===== src/rtl/iobus_arb_pkg.sv =====
package iobus_arb_pkg;
   typedef enum logic [1:0] {
      OWN_IDLE = 2'd0,
      OWN_PIO  = 2'd1,
      OWN_DMA  = 2'd2
   } own_e;
endpackage


===== src/rtl/iobus_prio_chain.sv =====
module iobus_prio_chain #(
   parameter int NSLOT = 8
) (
   input  logic [NSLOT-1:0] req_i,
   output logic [NSLOT-1:0] win_o,
   output logic [NSLOT-1:0] pass_o,
   output logic             any_o
);
   logic [NSLOT:0] pri_in;

   assign pri_in[0] = 1'b1;

   for (genvar s = 0; s < NSLOT; s++) begin : g_slot
      assign win_o[s]    = pri_in[s] & req_i[s];
      assign pri_in[s+1] = pri_in[s] & ~req_i[s];
      assign pass_o[s]   = pri_in[s+1];
   end

   assign any_o = |req_i;
endmodule


===== src/rtl/iobus_own_fsm.sv =====
module iobus_own_fsm
   import iobus_arb_pkg::*;
#(
   parameter int NSLOT = 8
) (
   input  logic             clk_i,
   input  logic             rst_ni,
   input  logic             pio_req_i,
   input  logic             pio_done_i,
   input  logic             dma_any_i,
   input  logic             dma_done_i,
   input  logic [NSLOT-1:0] dma_win_i,
   output own_e             own_o,
   output logic [NSLOT-1:0] slot_o
);
   own_e             own_q, own_d;
   logic [NSLOT-1:0] slot_q, slot_d;

   always_comb begin
      own_d  = own_q;
      slot_d = slot_q;
      unique case (own_q)
         OWN_IDLE: begin
            if (pio_req_i) begin
               own_d = OWN_PIO;
            end else if (dma_any_i) begin
               own_d  = OWN_DMA;
               slot_d = dma_win_i;
            end
         end
         OWN_PIO: begin
            if (pio_done_i) own_d = OWN_IDLE;
         end
         OWN_DMA: begin
            if (dma_done_i) begin
               own_d  = OWN_IDLE;
               slot_d = '0;
            end
         end
         default: begin
            own_d  = OWN_IDLE;
            slot_d = '0;
         end
      endcase
   end

   always_ff @(posedge clk_i) begin
      if (!rst_ni) begin
         own_q  <= OWN_IDLE;
         slot_q <= '0;
      end else begin
         own_q  <= own_d;
         slot_q <= slot_d;
      end
   end

   assign own_o  = own_q;
   assign slot_o = slot_q;
endmodule


===== src/rtl/iobus_bus_mux.sv =====
module iobus_bus_mux
   import iobus_arb_pkg::*;
#(
   parameter int DW    = 16,
   parameter int SEL_W = 6
) (
   input  own_e             own_i,
   input  logic [DW-1:0]    pio_data_i,
   input  logic [SEL_W-1:0] pio_sel_i,
   input  logic             pio_ren_i,
   input  logic [DW-1:0]    dma_data_i,
   input  logic [SEL_W-1:0] dma_sel_i,
   input  logic             dma_ren_i,
   output logic [DW-1:0]    bus_data_o,
   output logic [SEL_W-1:0] bus_sel_o,
   output logic             bus_ren_o
);
   always_comb begin
      bus_data_o = '0;
      bus_sel_o  = '0;
      bus_ren_o  = 1'b0;
      unique case (own_i)
         OWN_PIO: begin
            bus_data_o = pio_data_i;
            bus_sel_o  = pio_sel_i;
            bus_ren_o  = pio_ren_i;
         end
         OWN_DMA: begin
            bus_data_o = dma_data_i;
            bus_sel_o  = dma_sel_i;
            bus_ren_o  = dma_ren_i;
         end
         default: ;
      endcase
   end
endmodule


===== src/rtl/iobus_arb.sv =====
module iobus_arb
   import iobus_arb_pkg::*;
#(
   parameter int NSLOT = 8,
   parameter int DW    = 16,
   parameter int SEL_W = 6
) (
   input  logic             clk_i,
   input  logic             rst_ni,
   input  logic [NSLOT-1:0] dma_req_i,
   input  logic [NSLOT-1:0] irq_req_i,
   input  logic             pio_req_i,
   input  logic             pio_done_i,
   input  logic             dma_done_i,
   input  logic [DW-1:0]    pio_data_i,
   input  logic [SEL_W-1:0] pio_sel_i,
   input  logic             pio_ren_i,
   input  logic [DW-1:0]    dma_data_i,
   input  logic [SEL_W-1:0] dma_sel_i,
   input  logic             dma_ren_i,
   output logic             dma_line_o,
   output logic             irq_line_o,
   output logic [NSLOT-1:0] dma_win_o,
   output logic [NSLOT-1:0] irq_win_o,
   output logic [NSLOT-1:0] dma_pass_o,
   output logic [NSLOT-1:0] irq_pass_o,
   output logic             pio_gnt_o,
   output logic             dma_gnt_o,
   output logic [NSLOT-1:0] dma_slot_o,
   output logic [DW-1:0]    bus_data_o,
   output logic [SEL_W-1:0] bus_sel_o,
   output logic             bus_ren_o
);
   localparam int NCHAIN = 2;

   if (NSLOT < 1) begin : g_bad_nslot
      $error("iobus_arb: NSLOT must be at least 1");
   end
   if (DW < 1 || SEL_W < 1) begin : g_bad_width
      $error("iobus_arb: DW and SEL_W must be at least 1");
   end

   logic [NCHAIN-1:0][NSLOT-1:0] chain_req, chain_win, chain_pass;
   logic [NCHAIN-1:0]            chain_any;
   own_e                         own;

   assign chain_req[0] = dma_req_i;
   assign chain_req[1] = irq_req_i;

   for (genvar c = 0; c < NCHAIN; c++) begin : g_chain
      iobus_prio_chain #(.NSLOT(NSLOT)) u_chain (
         .req_i  (chain_req[c]),
         .win_o  (chain_win[c]),
         .pass_o (chain_pass[c]),
         .any_o  (chain_any[c])
      );
   end

   assign dma_win_o  = chain_win[0];
   assign irq_win_o  = chain_win[1];
   assign dma_pass_o = chain_pass[0];
   assign irq_pass_o = chain_pass[1];
   assign dma_line_o = chain_any[0];
   assign irq_line_o = chain_any[1];

   iobus_own_fsm #(.NSLOT(NSLOT)) u_fsm (
      .clk_i      (clk_i),
      .rst_ni     (rst_ni),
      .pio_req_i  (pio_req_i),
      .pio_done_i (pio_done_i),
      .dma_any_i  (chain_any[0]),
      .dma_done_i (dma_done_i),
      .dma_win_i  (chain_win[0]),
      .own_o      (own),
      .slot_o     (dma_slot_o)
   );

   assign pio_gnt_o = (own == OWN_PIO);
   assign dma_gnt_o = (own == OWN_DMA);

   iobus_bus_mux #(.DW(DW), .SEL_W(SEL_W)) u_mux (
      .own_i      (own),
      .pio_data_i (pio_data_i),
      .pio_sel_i  (pio_sel_i),
      .pio_ren_i  (pio_ren_i),
      .dma_data_i (dma_data_i),
      .dma_sel_i  (dma_sel_i),
      .dma_ren_i  (dma_ren_i),
      .bus_data_o (bus_data_o),
      .bus_sel_o  (bus_sel_o),
      .bus_ren_o  (bus_ren_o)
   );
endmodule


===== config.mk =====
export PLATFORM = sky130hd
export DESIGN_NAME = iobus_arb
export DESIGN_NICKNAME = d
export VERILOG_FILES = /design/src/rtl/iobus_arb_pkg.sv /design/src/rtl/iobus_prio_chain.sv /design/src/rtl/iobus_own_fsm.sv /design/src/rtl/iobus_bus_mux.sv /design/src/rtl/iobus_arb.sv
export SDC_FILE = /design/constraint.sdc
export NUM_CORES = 1
export LEC_CHECK = 0
export BUFFER_PORTS_ARGS = -buffer_cell sky130_fd_sc_hd__clkbuf_2
export CORE_UTILIZATION = 30
export DETAILED_ROUTE_END_ITERATION = 10
export GPL_TIMING_DRIVEN = 0
export PLACE_DENSITY = 0.83
export SYNTH_ARGS = -nofsm -noshare
export SYNTH_HDL_FRONTEND = slang
export SYNTH_SLANG_ARGS = --single-unit

===== constraint.sdc =====
create_clock -name clk_i -period 1.55 [get_ports clk_i]
set_input_delay 0.31 -clock clk_i [delete_from_list [all_inputs] [get_ports clk_i]]
set_output_delay 0.31 -clock clk_i [all_outputs]
set_load 0.05 [all_outputs]

==> key figures, run 1 <==
Synth
  – Register area share after synthesis: about 18%
  – Main area contributors after synthesis: a22oi_1 18%, dfxtp_1 18%, nor2b_1 15%
  – EDFF count, synth: 0
  – Cell count after synthesis: about 150
  – Async SR Flop Fraction: 0%
  – Area share of the largest cell type after synthesis: between 10% and 20%
  – Seq cells post-synth: 10
  – Mapped cell area: ~0.0011 mm^2
  – Syn avg cell area: 7.71 um^2
  – Syn_nets: around 220
  – Yosys cell types: 34
  – Yosys top cell by area: a22oi_1
  – Post-synth top flop: dfxtp_1
  – Yosys warning count: 0

Clocking
  – CTS H-tree lvls: 1
  – Clock sink total: 10
  – Num CTS Buffers: 3
  – CTS max path bufs: 2
  – Clock root cell: clkbuf_8

Place
  – Detailed placer's ending HPWL: 3460 um
  – Cells after DPL: around 320
  – Number of port buffers: roughly 130
  – Gp weighted congestion: 0.794
  – Area post-placement: about 0.0024 mm^2

Die
  – # IOs: about 130
  – Site Rows: 21
  – Die X: between 60 and 70 um
  – Initial core utilization: around a third
  – Height of the chip: ~63 um

Outcome
  – Error msg: [ERROR DPL-0038] Utilization greater than 100%, impossible to legalize
  – Failed at: 5_1_grt
  – Status: aborted with a tool error

STA
  – Category of the worst endpoint: top-level output
  – Worst Endpoint after GRT Repair: dma_win_o[6]

Global routing
  – Largest net degree at the start of global routing: 11
## synth_stat cells (2+ instances only)
| library cell | count |
|---|---|
| a22oi_1 | 27 |
| nor2b_1 | 27 |
| and2_1 | 12 |
| dfxtp_1 | 10 |
| a21boi_1 | 9 |
| inv_1 | 7 |
| nand3_1 | 7 |
| clkbuf_1 | 6 |
| nor2_1 | 4 |
| o311ai_1 | 4 |
| ha_1 | 3 |
| nor3_1 | 3 |
| buf_1 | 2 |
| buf_4 | 2 |
| nand2_1 | 2 |
| nand2b_1 | 2 |
## cell families after synthesis
logic type / Yosys count / synth area share [%]
AOI/OAI and AO/OA: 44 / 30.3
muxes: 1 / 1.01
DFF: 10 / 17.9
buffers and inverters: 19 / 7.72
adders and majority gates: 3 / 3.36
and+or+nand+nor: 68 / 39.7
## stage by stage
| step | utilization (%) | setup slack, ns | setup TNS (ns) |
|---|---|---|---|
| floorplan | - | -0.927 | -12.09 |
| detailed placement | 69.2 | -0.692 | -13.52 |
| CTS | 94.2 | -0.376 | -9.34 |
| global placement | 69.2 | -0.687 | -12.73 |
## what timing repair did
action	4_1_cts
hold endpoints to repair	0
setup endpoints to repair	49
pin swaps	36
setup buffers	20
hold buffers	0
cloned	4
gates resized for setup	125
==> run 2: changes to the inputs <==
--- a/config.mk
+++ b/config.mk
@@ -6,10 +6,11 @@
 export NUM_CORES = 1
 export LEC_CHECK = 0
 export BUFFER_PORTS_ARGS = -buffer_cell sky130_fd_sc_hd__clkbuf_2
-export CORE_UTILIZATION = 30
+export CORE_AREA = 2 2 63 65
 export DETAILED_ROUTE_END_ITERATION = 10
+export DIE_AREA = 0 0 65 67
 export GPL_TIMING_DRIVEN = 0
-export PLACE_DENSITY = 0.83
+export PLACE_DENSITY_LB_ADDON = 0.15
 export SYNTH_ARGS = -nofsm -noshare
 export SYNTH_HDL_FRONTEND = slang
 export SYNTH_SLANG_ARGS = --single-unit
==> constraint.sdc (replaced) <==
create_clock -name clk_i -period 2 [get_ports clk_i]
set_input_delay 0.4 -clock clk_i [delete_from_list [all_inputs] [get_ports clk_i]]
set_output_delay 0.4 -clock clk_i [all_outputs]
set_load 0.05 [all_outputs]
==> run 2 against run 1 <==
Effect of this change:
- the flow now finishes, with violations (negative setup slack)
- synthesized area stayed put
- synthesized cell count unchanged
==> key figures, run 2 <==
Clocking
  – Clk_lat worst skew: around 0.25 ns
  – Clock sink total: 10 (unchanged)
  – Worst-path clk slew: about 0.05 ns
  – Num CTS Buffers: 3 (unchanged)
  – CTS max path bufs: 2 (unchanged)
  – CTS H-tree lvls: 1 (unchanged)
  – CTS tree: yes
  – Clock root cell: clkbuf_8

Place
  – Gp weighted congestion: 0.735 (-7.4%)
  – Number of port buffers: 133 (unchanged)
  – Detailed placer's ending HPWL: 3480 um (+0.78%)

Routing
  – DRC errors left: 0
  – Post-route antenna net violation count: 0
  – Vias per cell: 5.03
  – WL/cell: 15.1 um
  – DR iter-0 viols: 19
  – Vias: about 1700
  – Final wirelength: between 5000 and 6000 um
  – Drt first pass iters: 4

Critical path
  – Reg2reg end: u_fsm.slot_o[1]
  – Critical R2R Launch: u_fsm.own_o[0]
  – WS Path Type: in2out
  – Reg2Reg Setup Slack: ~0.17 ns
  – R2R depth: 7
  – Setup crit end kind: output port
  – Critical Path Fanout Max: 6
  – Startpoint Class: input port
  – Worst Path Arrival: 1.71 ns
  – Critical path data required time: 1.60 ns

Finish
  – Final core occ: slightly below 80%
  – Area Overhead vs Synth: 152%
  – Max FFs per register: 8
  – Final nets: 367
  – Filler cell count: 235
  – Fraction of layout cells with a size suffix above 1: between 80% and 90%
  – Most frequent cells in the layout: 94 x clkbuf_2, 26 x clkbuf_8, 24 x buf_4, 24 x nor2b_4, 23 x a22oi_2
  – ANT cells: 0
  – Commonest non-fill, non-tap cell in the layout: clkbuf_2

Synth
  – Post-synth top flop: dfxtp_1
  – Syn avg cell area: 7.71 um^2 (unchanged)
  – Simple-gate share of the synthesized area: 39.7% (unchanged)
  – Mapped cell area: 0.00112 mm^2 (unchanged)
  – Main combinational cell family by area after synthesis: simple AND/OR/NAND/NOR gates
  – Syn_nets: 215 (unchanged)
  – XOR/XNOR share of the synthesized area: 0% (unchanged)
  – Main area contributors after synthesis: a22oi_1 18%, dfxtp_1 18%, nor2b_1 15%
  – Area share of the largest cell type after synthesis: 18.1% (unchanged)
  – Seq cells post-synth: 10 (unchanged)
  – Yosys cell types: 34 (unchanged)
  – Register area share after synthesis: 17.9% (unchanged)
  – Post-synthesis mux area share: 1.01% (unchanged)
  – Yosys top cell by area: a22oi_1
  – Synth Area in Adders: 3.36% (unchanged)
  – Yosys warning count: 0 (unchanged)
  – EDFF count, synth: 0 (unchanged)
  – Synth top cells by count: 27 x a22oi_1, 27 x nor2b_1, 12 x and2_1
  – Cell count after synthesis: 145 (unchanged)
  – Synth Area in Compound Gates: 30.3% (unchanged)
  – Async SR Flop Fraction: 0% (unchanged)

Power
  – Lkg Pwr: ~1.3 nW
  – Internal Power: ~0.0008 W
  – Reg power frac: 15.8%
  – Peak supply drop: roughly 420 uV
  – Clock network power share: approximately a fifth
  – Comb pwr share: about two thirds
  – Final Total Pwr: roughly 0.0014 W
  – P_sw: roughly 0.00060 W
  – Switching Fraction: between 40% and 50%
  – PwrDens: between 400 and 500 mW/mm^2

Outcome
  – Failing checks: negative setup slack
  – Status: finished with violations

Die
  – Site Rows: 22 (+4.8%)
  – Initial core utilization: 31.0% (-1.5 points)
  – Core box area: ~0.0036 mm^2
  – Die X: 65 um (+3.1%)
  – # IOs: 134 (unchanged)
  – Full die area: 0.00436 mm^2
  – Height of the chip: 67 um (+6.2%)

Global routing
  – Number of global-route vias before repair: ~1600
  – GR Util All Layers: a little under a quarter
  – Initial antenna violation count: 0
  – First-pass GRT wire length: 7840 um
  – Largest net degree at the start of global routing: 11
  – Total grt overflow: 0

STA
  – Final Worst Setup Slack: -0.109 ns
  – RSZ-0062 raised after global routing: true
  – Pins over their slew limit: 0
  – Tcrit/Tclk final: 105%
  – Setup violators final: 5
  – Final Skew: roughly 0.0056 ns
  – Final hold violation count: 0
  – Worst-margin pin slew: about 0.54 ns
  – Max_slew headroom: between 60% and 70%
  – Max Freq: 0.474 GHz
  – Tmin final: around 2.1 ns
  – Worst hold slack: 0.447 ns

Min path
  – Min-delay worst type: in2reg
  – WHS Path Cells: 3
  – Worst hold start: dma_req_i[7]
  – Worst Hold End: u_fsm.slot_o[7]

Flow run
  – Maxcap violations: 0
## run 2: final cells by class
cell class	count	area, um^2	share of cell area, %
inverter	8	30.0	1.07
multi-input combinational	116	1250	44.6
tap	48	60.1	2.13
buffer	10	98.8	3.51
clock buffer	4	55.1	1.96
timing repair buffer	148	1110	39.5
sequential	10	204	7.25
## run 2: metal layers
metal	vias up	global-route usage (%)	wire length (um)
li1	831	-	-
met5	-	0	0
met1	811	25.4	1920
met3	5	3.04	370
met2	85	46.5	2870
met4	0	5.59	42
## run 2: power by group through the flow
stage               clock, W  combinational [W]  sequential [W]
detailed placement         0           0.000724        0.000221
global route        0.000277           0.000945        0.000219
finish              0.000267           0.000897        0.000218
floorplan                  0           0.000529        0.000233
CTS                 0.000268           0.000866        0.000218
global placement           0           0.000720        0.000221
## run 2: stage by stage
stage          instance area (um^2)  std cells  worst slack, ns  setup TNS, ns
2_1_floorplan                  1420        145           -0.657          -4.28
3_3_place_gp                   2140        326           -0.413          -4.80
3_5_place_dp                   2140        326           -0.415          -4.86
4_1_cts                        2690        334           -0.110         -0.255
5_1_grt                        2810        344           -0.146         -0.497
6_report                       2810        344           -0.109         -0.359
## run 2: timing repair
item                       CTS  global route
pin swaps                   13            10
setup endpoints to repair   34            33
setup buffers                5            10
resized for setup          104            34
hold buffers                 0             0
## run 2: worst max path at each step
stage / from / to / slack (ns) / cells after the start
after global placement: dma_req_i[0] / dma_win_o[7] / -0.41 / 6
after global routing: dma_req_i[0] / dma_win_o[7] / -0.15 / 6
after floorplan: irq_req_i[2] / irq_pass_o[7] / -0.66 / 4
after CTS: dma_req_i[0] / dma_win_o[7] / -0.11 / 6
after detailed placement: dma_req_i[0] / dma_win_o[7] / -0.42 / 6
final: dma_req_i[0] / dma_win_o[7] / -0.11 / 6
## run 2: logic make-up (layout without fill, tap and decap cells)
group,count (synthesis),after routing
and+or+nand+nor,68,68
AOI/OAI and AO/OA,44,44
DFF,10,10
buffers and inverters,19,170
adders and majority gates,3,3
muxes,1,1
## run 2: worst max-delay path: stages
cell and delay (ns):
clkbuf_16 0.12, or4_4 0.51, buf_8 0.16, nor4_4 0.16, and2_4 0.20, clkbuf_16 0.15
(Power assumes the default switching activity.)
==> run 3: changes to the inputs <==
--- a/config.mk
+++ b/config.mk
@@ -10,7 +10,8 @@
 export DETAILED_ROUTE_END_ITERATION = 10
 export DIE_AREA = 0 0 65 67
 export GPL_TIMING_DRIVEN = 0
-export PLACE_DENSITY_LB_ADDON = 0.15
+export PLACE_DENSITY = 0.76
+export RECOVER_POWER = 25
 export SYNTH_ARGS = -nofsm -noshare
 export SYNTH_HDL_FRONTEND = slang
 export SYNTH_SLANG_ARGS = --single-unit
==> run 3 against run 2 <==
Effect of this change:
- the run still ends with negative setup slack left
- clock power barely moved
- power shrank 0.94%
- utilization shrank 1.4 points
- non-clock buffer count up 2
- global-route usage grew 0.84 points
- combinational power is 1% lower
- sequential power hardly changed
- setup slack got worse by 0.024 ns
- hold slack gained 0.013 ns
- critical path type unchanged
- largest cell class unchanged
- highest routed layer unchanged
==> key figures, run 3 (synthesized netlist as in run 2, its figures left out) <==
Outcome
  – Status: finished with violations
  – Failing checks: negative setup slack

Finish
  – Commonest non-fill, non-tap cell in the layout: clkbuf_2
  – Area Overhead vs Synth: 147%
  – Final nets: 369 (+0.54%)
  – Final core occ: 76.7% (-1.4 points)
  – ANT cells: 0 (unchanged)
  – Fraction of layout cells with a size suffix above 1: 76.5% (-5.2 points)
  – Most frequent cells in the layout: 79 x clkbuf_2, 25 x buf_4, 24 x nor2b_4, 23 x a22oi_2, 21 x clkbuf_8
  – Max FFs per register: 8 (unchanged)
  – Filler cell count: 248 (+5.5%)

Min path
  – Min-delay worst type: in2reg
  – WHS Path Cells: 3 (unchanged)
  – Worst Hold End: u_fsm.slot_o[7]
  – Worst hold start: dma_req_i[7]

Clocking
  – Worst-path clk slew: 0.05 ns (about the same)
  – Clock sink total: 10 (unchanged)
  – CTS max path bufs: 2 (unchanged)
  – CTS tree: yes
  – CTS H-tree lvls: 1 (unchanged)
  – Num CTS Buffers: 3 (unchanged)
  – Clk_lat worst skew: 0.24 ns (about the same)
  – Clock root cell: clkbuf_8

Power
  – Final Total Pwr: 0.00137 W (-0.94%)
  – PwrDens: 495 mW/mm^2 (+0.81%)
  – Internal Power: 0.000767 W (-1.8%)
  – Reg power frac: 15.9% (about the same)
  – Clock network power share: 19.3% (about the same)
  – P_sw: 0.000601 W (+0.17%)
  – Peak supply drop: 320 uV (-25%)
  – Lkg Pwr: 1.23 nW (-4.7%)
  – Comb pwr share: 64.8% (about the same)
  – Switching Fraction: 44.0% (+0.49 points)

Global routing
  – Largest net degree at the start of global routing: 11 (unchanged)
  – GR Util All Layers: 24.1% (+0.84 points)
  – First-pass GRT wire length: 8110 um (+3.5%)
  – Number of global-route vias before repair: 1727 (+5.4%)
  – Total grt overflow: 0 (unchanged)
  – Initial antenna violation count: 0 (unchanged)

Routing
  – WL/cell: 16.1 um (+6.3%)
  – DR iter-0 viols: 89 (+70)
  – Drt first pass iters: 4 (unchanged)
  – Final wirelength: 5560 um (+6.9%)
  – Vias: 1733 (+0.058%)
  – Post-route antenna net violation count: 0 (unchanged)
  – DRC errors left: 0 (unchanged)
  – Vias per cell: 5.01 (-0.52%)

Critical path
  – R2R depth: 7 (unchanged)
  – Worst Path Arrival: 1.73 ns (+0.02 ns)
  – Reg2Reg Setup Slack: 0.15 ns (-0.02 ns)
  – Critical path data required time: 1.60 ns (about the same)
  – WS Path Type: in2out
  – Reg2reg end: u_fsm.slot_o[3]
  – Critical Path Fanout Max: 5 (-1)
  – Setup crit end kind: output port
  – Critical R2R Launch: u_fsm.own_o[0]
  – Startpoint Class: input port

STA
  – Worst-margin pin slew: 0.630 ns (+0.0875 ns)
  – Max_slew headroom: 58.2% (-5.5 points)
  – Final hold violation count: 0 (unchanged)
  – Pins over their slew limit: 0 (unchanged)
  – RSZ-0062 raised after global routing: true
  – Tmin final: 2.13 ns (+0.0244 ns)
  – Setup violators final: 8 (+3)
  – Max Freq: 0.469 GHz (-1.1%)
  – Final Worst Setup Slack: -0.134 ns (-0.0244 ns)
  – Final Skew: 0.00254 ns (-0.00302 ns)
  – Worst hold slack: 0.459 ns (+0.0126 ns)
  – Tcrit/Tclk final: 107% (+1.2 points)

Die
  – Full die area: 0.00436 mm^2 (unchanged)
  – Initial core utilization: 31.0% (unchanged)
  – Site Rows: 22 (unchanged)
  – Die X: 65 um (unchanged)
  – # IOs: 134 (unchanged)
  – Height of the chip: 67 um (unchanged)
  – Core box area: 0.00361 mm^2 (unchanged)

Flow run
  – Maxcap violations: 0 (unchanged)

Place
  – Detailed placer's ending HPWL: 3560 um (+2.2%)
  – Number of port buffers: 133 (unchanged)
  – Gp weighted congestion: 0.695 (-5.4%)
-- run 3: cell types whose count changed in the layout (fill, tap and decap cells not counted), moves of 2 or more --
cell      before  now
clkbuf_4       1    9
clkbuf_8      26   21
clkbuf_1       1   18
buf_8          6    4
buf_2          2    0
clkbuf_2      94   79
-- run 3: worst max-delay path, cell delays in order --
cell and delay, ns:
buf_8 0.09, or4_4 0.53, buf_8 0.16, buf_6 0.12, nor2_4 0.11, and2_4 0.16
clkbuf_16 0.15
-- run 3: how the worst max path moves through the flow --
stage | from | endpoint | slack [ns]
3_5_place_dp | dma_req_i[0] | dma_win_o[7] | -0.42
6_report | dma_req_i[1] | dma_win_o[5] | -0.13
5_1_grt | dma_req_i[1] | dma_win_o[5] | -0.16
2_1_floorplan | irq_req_i[2] | irq_pass_o[7] | -0.66
4_1_cts | dma_req_i[1] | dma_win_o[7] | -0.14
3_3_place_gp | dma_req_i[0] | dma_win_o[7] | -0.39
-- run 3: final cells by class --
cell class / instances / area, um^2 / area share (%)
Multi-Input combinational cell: 116 / 1260 / 45.5
Sequential cell: 10 / 205 / 7.42
Inverter: 8 / 30.0 / 1.09
Buffer: 10 / 98.8 / 3.57
Timing Repair Buffer: 150 / 1060 / 38.3
Tap cell: 48 / 60.1 / 2.17
Clock buffer: 4 / 55.1 / 1.99
-- run 3: layer usage --
layer / share of wire, % / up-vias / GRT usage [%]
met4: 2.5 / 0 / 8.24
met5: 0 / - / 0
met2: 51 / 113 / 46.3
met3: 9.2 / 12 / 5.57
li1: - / 831 / -
met1: 37 / 777 / 25.5
-- run 3: what timing repair did --
action / in CTS / in global routing
buffers inserted: 11 / 9
gates resized for setup: 103 / 20
hold buffers: 0 / 0
gates cloned: 0 / 0
pin swaps: 12 / 8
setup endpoints to repair: 34 / 31
-- run 3: metrics by stage --
step                instances  TNS (ns)  instance area (um^2)  worst slack (ns)
floorplan                 145     -4.28                  1420            -0.657
global placement          326     -4.65                  2140            -0.394
detailed placement        326     -4.91                  2140            -0.416
CTS                       340    -0.572                  2720            -0.145
global route              346    -0.782                  2770            -0.161
finish                    346    -0.533                  2770            -0.134
-- run 3: power groups by stage --
stage | registers (W) | clock network, W | logic, W
after floorplan | 0.000233 | 0 | 0.000529
after global placement | 0.000220 | 0 | 0.000719
after detailed placement | 0.000221 | 0 | 0.000723
after CTS | 0.000218 | 0.000263 | 0.000852
after global routing | 0.000220 | 0.000274 | 0.000928
final | 0.000218 | 0.000264 | 0.000886
==> run 4: changes to the inputs <==
==> constraint.sdc (replaced) <==
create_clock -name clk_i -period 2 [get_ports clk_i]
set_input_delay 0.1 -clock clk_i [delete_from_list [all_inputs] [get_ports clk_i]]
set_output_delay 0.1 -clock clk_i [all_outputs]
set_load 0.05 [all_outputs]
==> run 4 against run 3 <==
Effect of this change:
- the run now ends clean
- largest cell class unchanged
- routed wire length is 25% lower
- power is 18% lower
- via count down 5.9%
- non-clock buffer count decreased by 18
==> key figures, run 4 (synthesized netlist as in run 2, its figures left out) <==
Critical path
  – Setup crit end kind: output port
  – Critical R2R Launch: u_fsm.own_o[0]
  – R2R depth: 6 (-1)
  – Critical path data required time: 1.90 ns (+0.30 ns)
  – Setup crit end: bus_data_o[9]
  – Worst Path Arrival: 1.77 ns (+0.04 ns)
  – Reg2Reg Setup Slack: 0.22 ns (+0.07 ns)
  – Crit. Startpoint: u_fsm.own_o[1]
  – WS Path Type: reg2out
  – Reg2reg end: u_fsm.slot_o[5]
  – Critical Path Fanout Max: 10 (+5)
  – Startpoint Class: flip-flop

Finish
  – Post-Layout Cell Count: 327 (-5.5%)
  – Commonest non-fill, non-tap cell in the layout: clkbuf_2
  – Final nets: 351 (-4.9%)
  – ANT cells: 0 (unchanged)
  – Area Overhead vs Synth: 86.4%
  – Max FFs per register: 8 (unchanged)
  – Filler cell count: 372 (+50%)
  – Most frequent cells in the layout: 117 x clkbuf_2, 27 x a22oi_1, 20 x nor2b_4, 19 x clkbuf_1, 11 x and2_1
  – Fraction of layout cells with a size suffix above 1: 60.6% (-16 points)

Clocking
  – Clock root cell: clkbuf_8
  – CTS max path bufs: 2 (unchanged)
  – CTS tree: yes
  – Clock sink total: 10 (unchanged)
  – CTS H-tree lvls: 1 (unchanged)
  – Hold_buf cts: 0 (unchanged)
  – Clk_lat worst skew: 0.23 ns (about the same)
  – Worst-path clk slew: 0.05 ns (about the same)
  – Num CTS Buffers: 3 (unchanged)

Routing
  – Post-route antenna net violation count: 0 (unchanged)
  – Vias per cell: 4.98 (-0.48%)
  – Drt first pass iters: 4 (unchanged)
  – DR iter-0 viols: 72 (-19%)
  – Final wirelength: 4160 um (-25%)
  – WL/cell: 12.7 um (-21%)
  – DRC errors left: 0 (unchanged)
  – Vias: 1630 (-5.9%)

Outcome
  – Status: finished clean

Global routing
  – GR Util All Layers: 19.0% (-5.1 points)
  – Total grt overflow: 0 (unchanged)
  – Number of global-route vias before repair: 1560 (-9.7%)
  – Initial antenna violation count: 0 (unchanged)
  – First-pass GRT wire length: 6640 um (-18%)
  – Largest net degree at the start of global routing: 11 (unchanged)

Die
  – Height of the chip: 67 um (unchanged)
  – Site Rows: 22 (unchanged)
  – Initial core utilization: 31.0% (unchanged)
  – Full die area: 0.00436 mm^2 (unchanged)
  – Core box area: 0.00361 mm^2 (unchanged)
  – # IOs: 134 (unchanged)
  – Die X: 65 um (unchanged)

STA
  – Max_slew headroom: 60.2% (+2.0 points)
  – RSZ-0062 raised after global routing: true
  – Max Freq: 0.536 GHz (+14%)
  – Worst-margin pin slew: 0.600 ns (-0.0301 ns)
  – Tmin final: 1.87 ns (-0.267 ns)
  – Setup violators final: 0 (-8)
  – Final Skew: 0.000334 ns (-0.00221 ns)
  – Tcrit/Tclk final: 93.3% (-13 points)
  – Final hold violation count: 0 (unchanged)
  – Pins over their slew limit: 0 (unchanged)
  – Final Worst Setup Slack: 0.133 ns (+0.267 ns)

Flow run
  – Maxcap violations: 0 (unchanged)

Place
  – DP Worst Slack: -0.0361 ns (+0.380 ns)
  – Gp weighted congestion: 0.788 (+13%)
  – Number of port buffers: 133 (unchanged)
  – Detailed placer's ending HPWL: 3460 um (-2.7%)
  – Cells after DPL: 326 (unchanged)

Power
  – Lkg Pwr: 0.994 nW (-19%)
  – Peak supply drop: 312 uV (-2.6%)
  – Final Total Pwr: 0.00113 W (-18%)
  – PwrDens: 541 mW/mm^2 (+9.3%)

Min path
  – Min-delay worst type: in2reg
## run 4: cell types whose count changed in the layout (fill, tap and decap cells not counted), moves of 9 or more
| cell | before | now |
|---|---|---|
| buf_4 | 25 | 2 |
| a22oi_1 | 4 | 27 |
| a22oi_2 | 23 | 0 |
| clkbuf_4 | 9 | 0 |
| clkbuf_8 | 21 | 3 |
| clkbuf_2 | 79 | 117 |
## run 4: critical path: stages, from the launching register on
cell,delay [ns]
dfxtp_1,0.31
inv_1,0.09
ha_2,0.31
buf_2,0.26
a22oi_1,0.15
nor2b_4,0.13
clkbuf_2,0.27
## run 4: cell type report
class | instances | area, um^2 | area share, %
buffer | 9 | 56.3 | 2.70
clock buffer | 3 | 41.3 | 1.98
inverter | 8 | 30.0 | 1.44
multi-input combinational | 116 | 1050 | 50.6
sequential | 10 | 200 | 9.60
tap | 48 | 60.1 | 2.88
timing repair buffer | 133 | 642 | 30.8
## run 4: worst min path at each step
stage	from	endpoint	cells after the start
finish	dma_req_i[7]	u_fsm.slot_o[7]	3
global route	dma_req_i[7]	u_fsm.slot_o[7]	3
CTS	dma_req_i[7]	u_fsm.slot_o[7]	3
detailed placement	dma_req_i[7]	u_fsm.slot_o[7]	3
global placement	dma_req_i[7]	u_fsm.slot_o[7]	3
floorplan	rst_ni	u_fsm.own_o[1]	1
## run 4: layer usage
| metal | routed length [um] | global-route usage [%] | share of wire [%] | up-vias |
|---|---|---|---|---|
| li1 | - | - | - | 800 |
| met1 | 1610 | 21.2 | 39 | 738 |
| met2 | 2120 | 35.7 | 51 | 86 |
| met3 | 364 | 4.73 | 8.8 | 6 |
| met4 | 59 | 4.52 | 1.4 | 0 |
| met5 | 0 | 0 | 0 | - |
## run 4: timing repair
| item | 4_1_cts | 5_1_grt |
|---|---|---|
| resized for setup | 6 | 5 |
| buffers inserted | 0 | 0 |
| cloned | 0 | 0 |
| endpoints found under the setup margin | 23 | 31 |
## run 4: through the flow
stage | util, % | hold slack, ns | instance area (um^2) | setup TNS (ns)
after floorplan | - | 0.233 | 1320 | -0.490
after global placement | 56.8 | 0.382 | 2050 | 0
after detailed placement | 56.8 | 0.379 | 2050 | -0.0409
after CTS | 58.1 | 0.136 | 2090 | 0
after global routing | 57.8 | 0.143 | 2080 | -0.000565
final | 57.8 | 0.142 | 2080 | 0
## run 4: report_power, final
part / switching [W] / internal (W)
combinational: 0.000443 / 0.000262
sequential: 0.00000631 / 0.000209
clock: 0.0000752 / 0.000132
total: 0.000524 / 0.000602
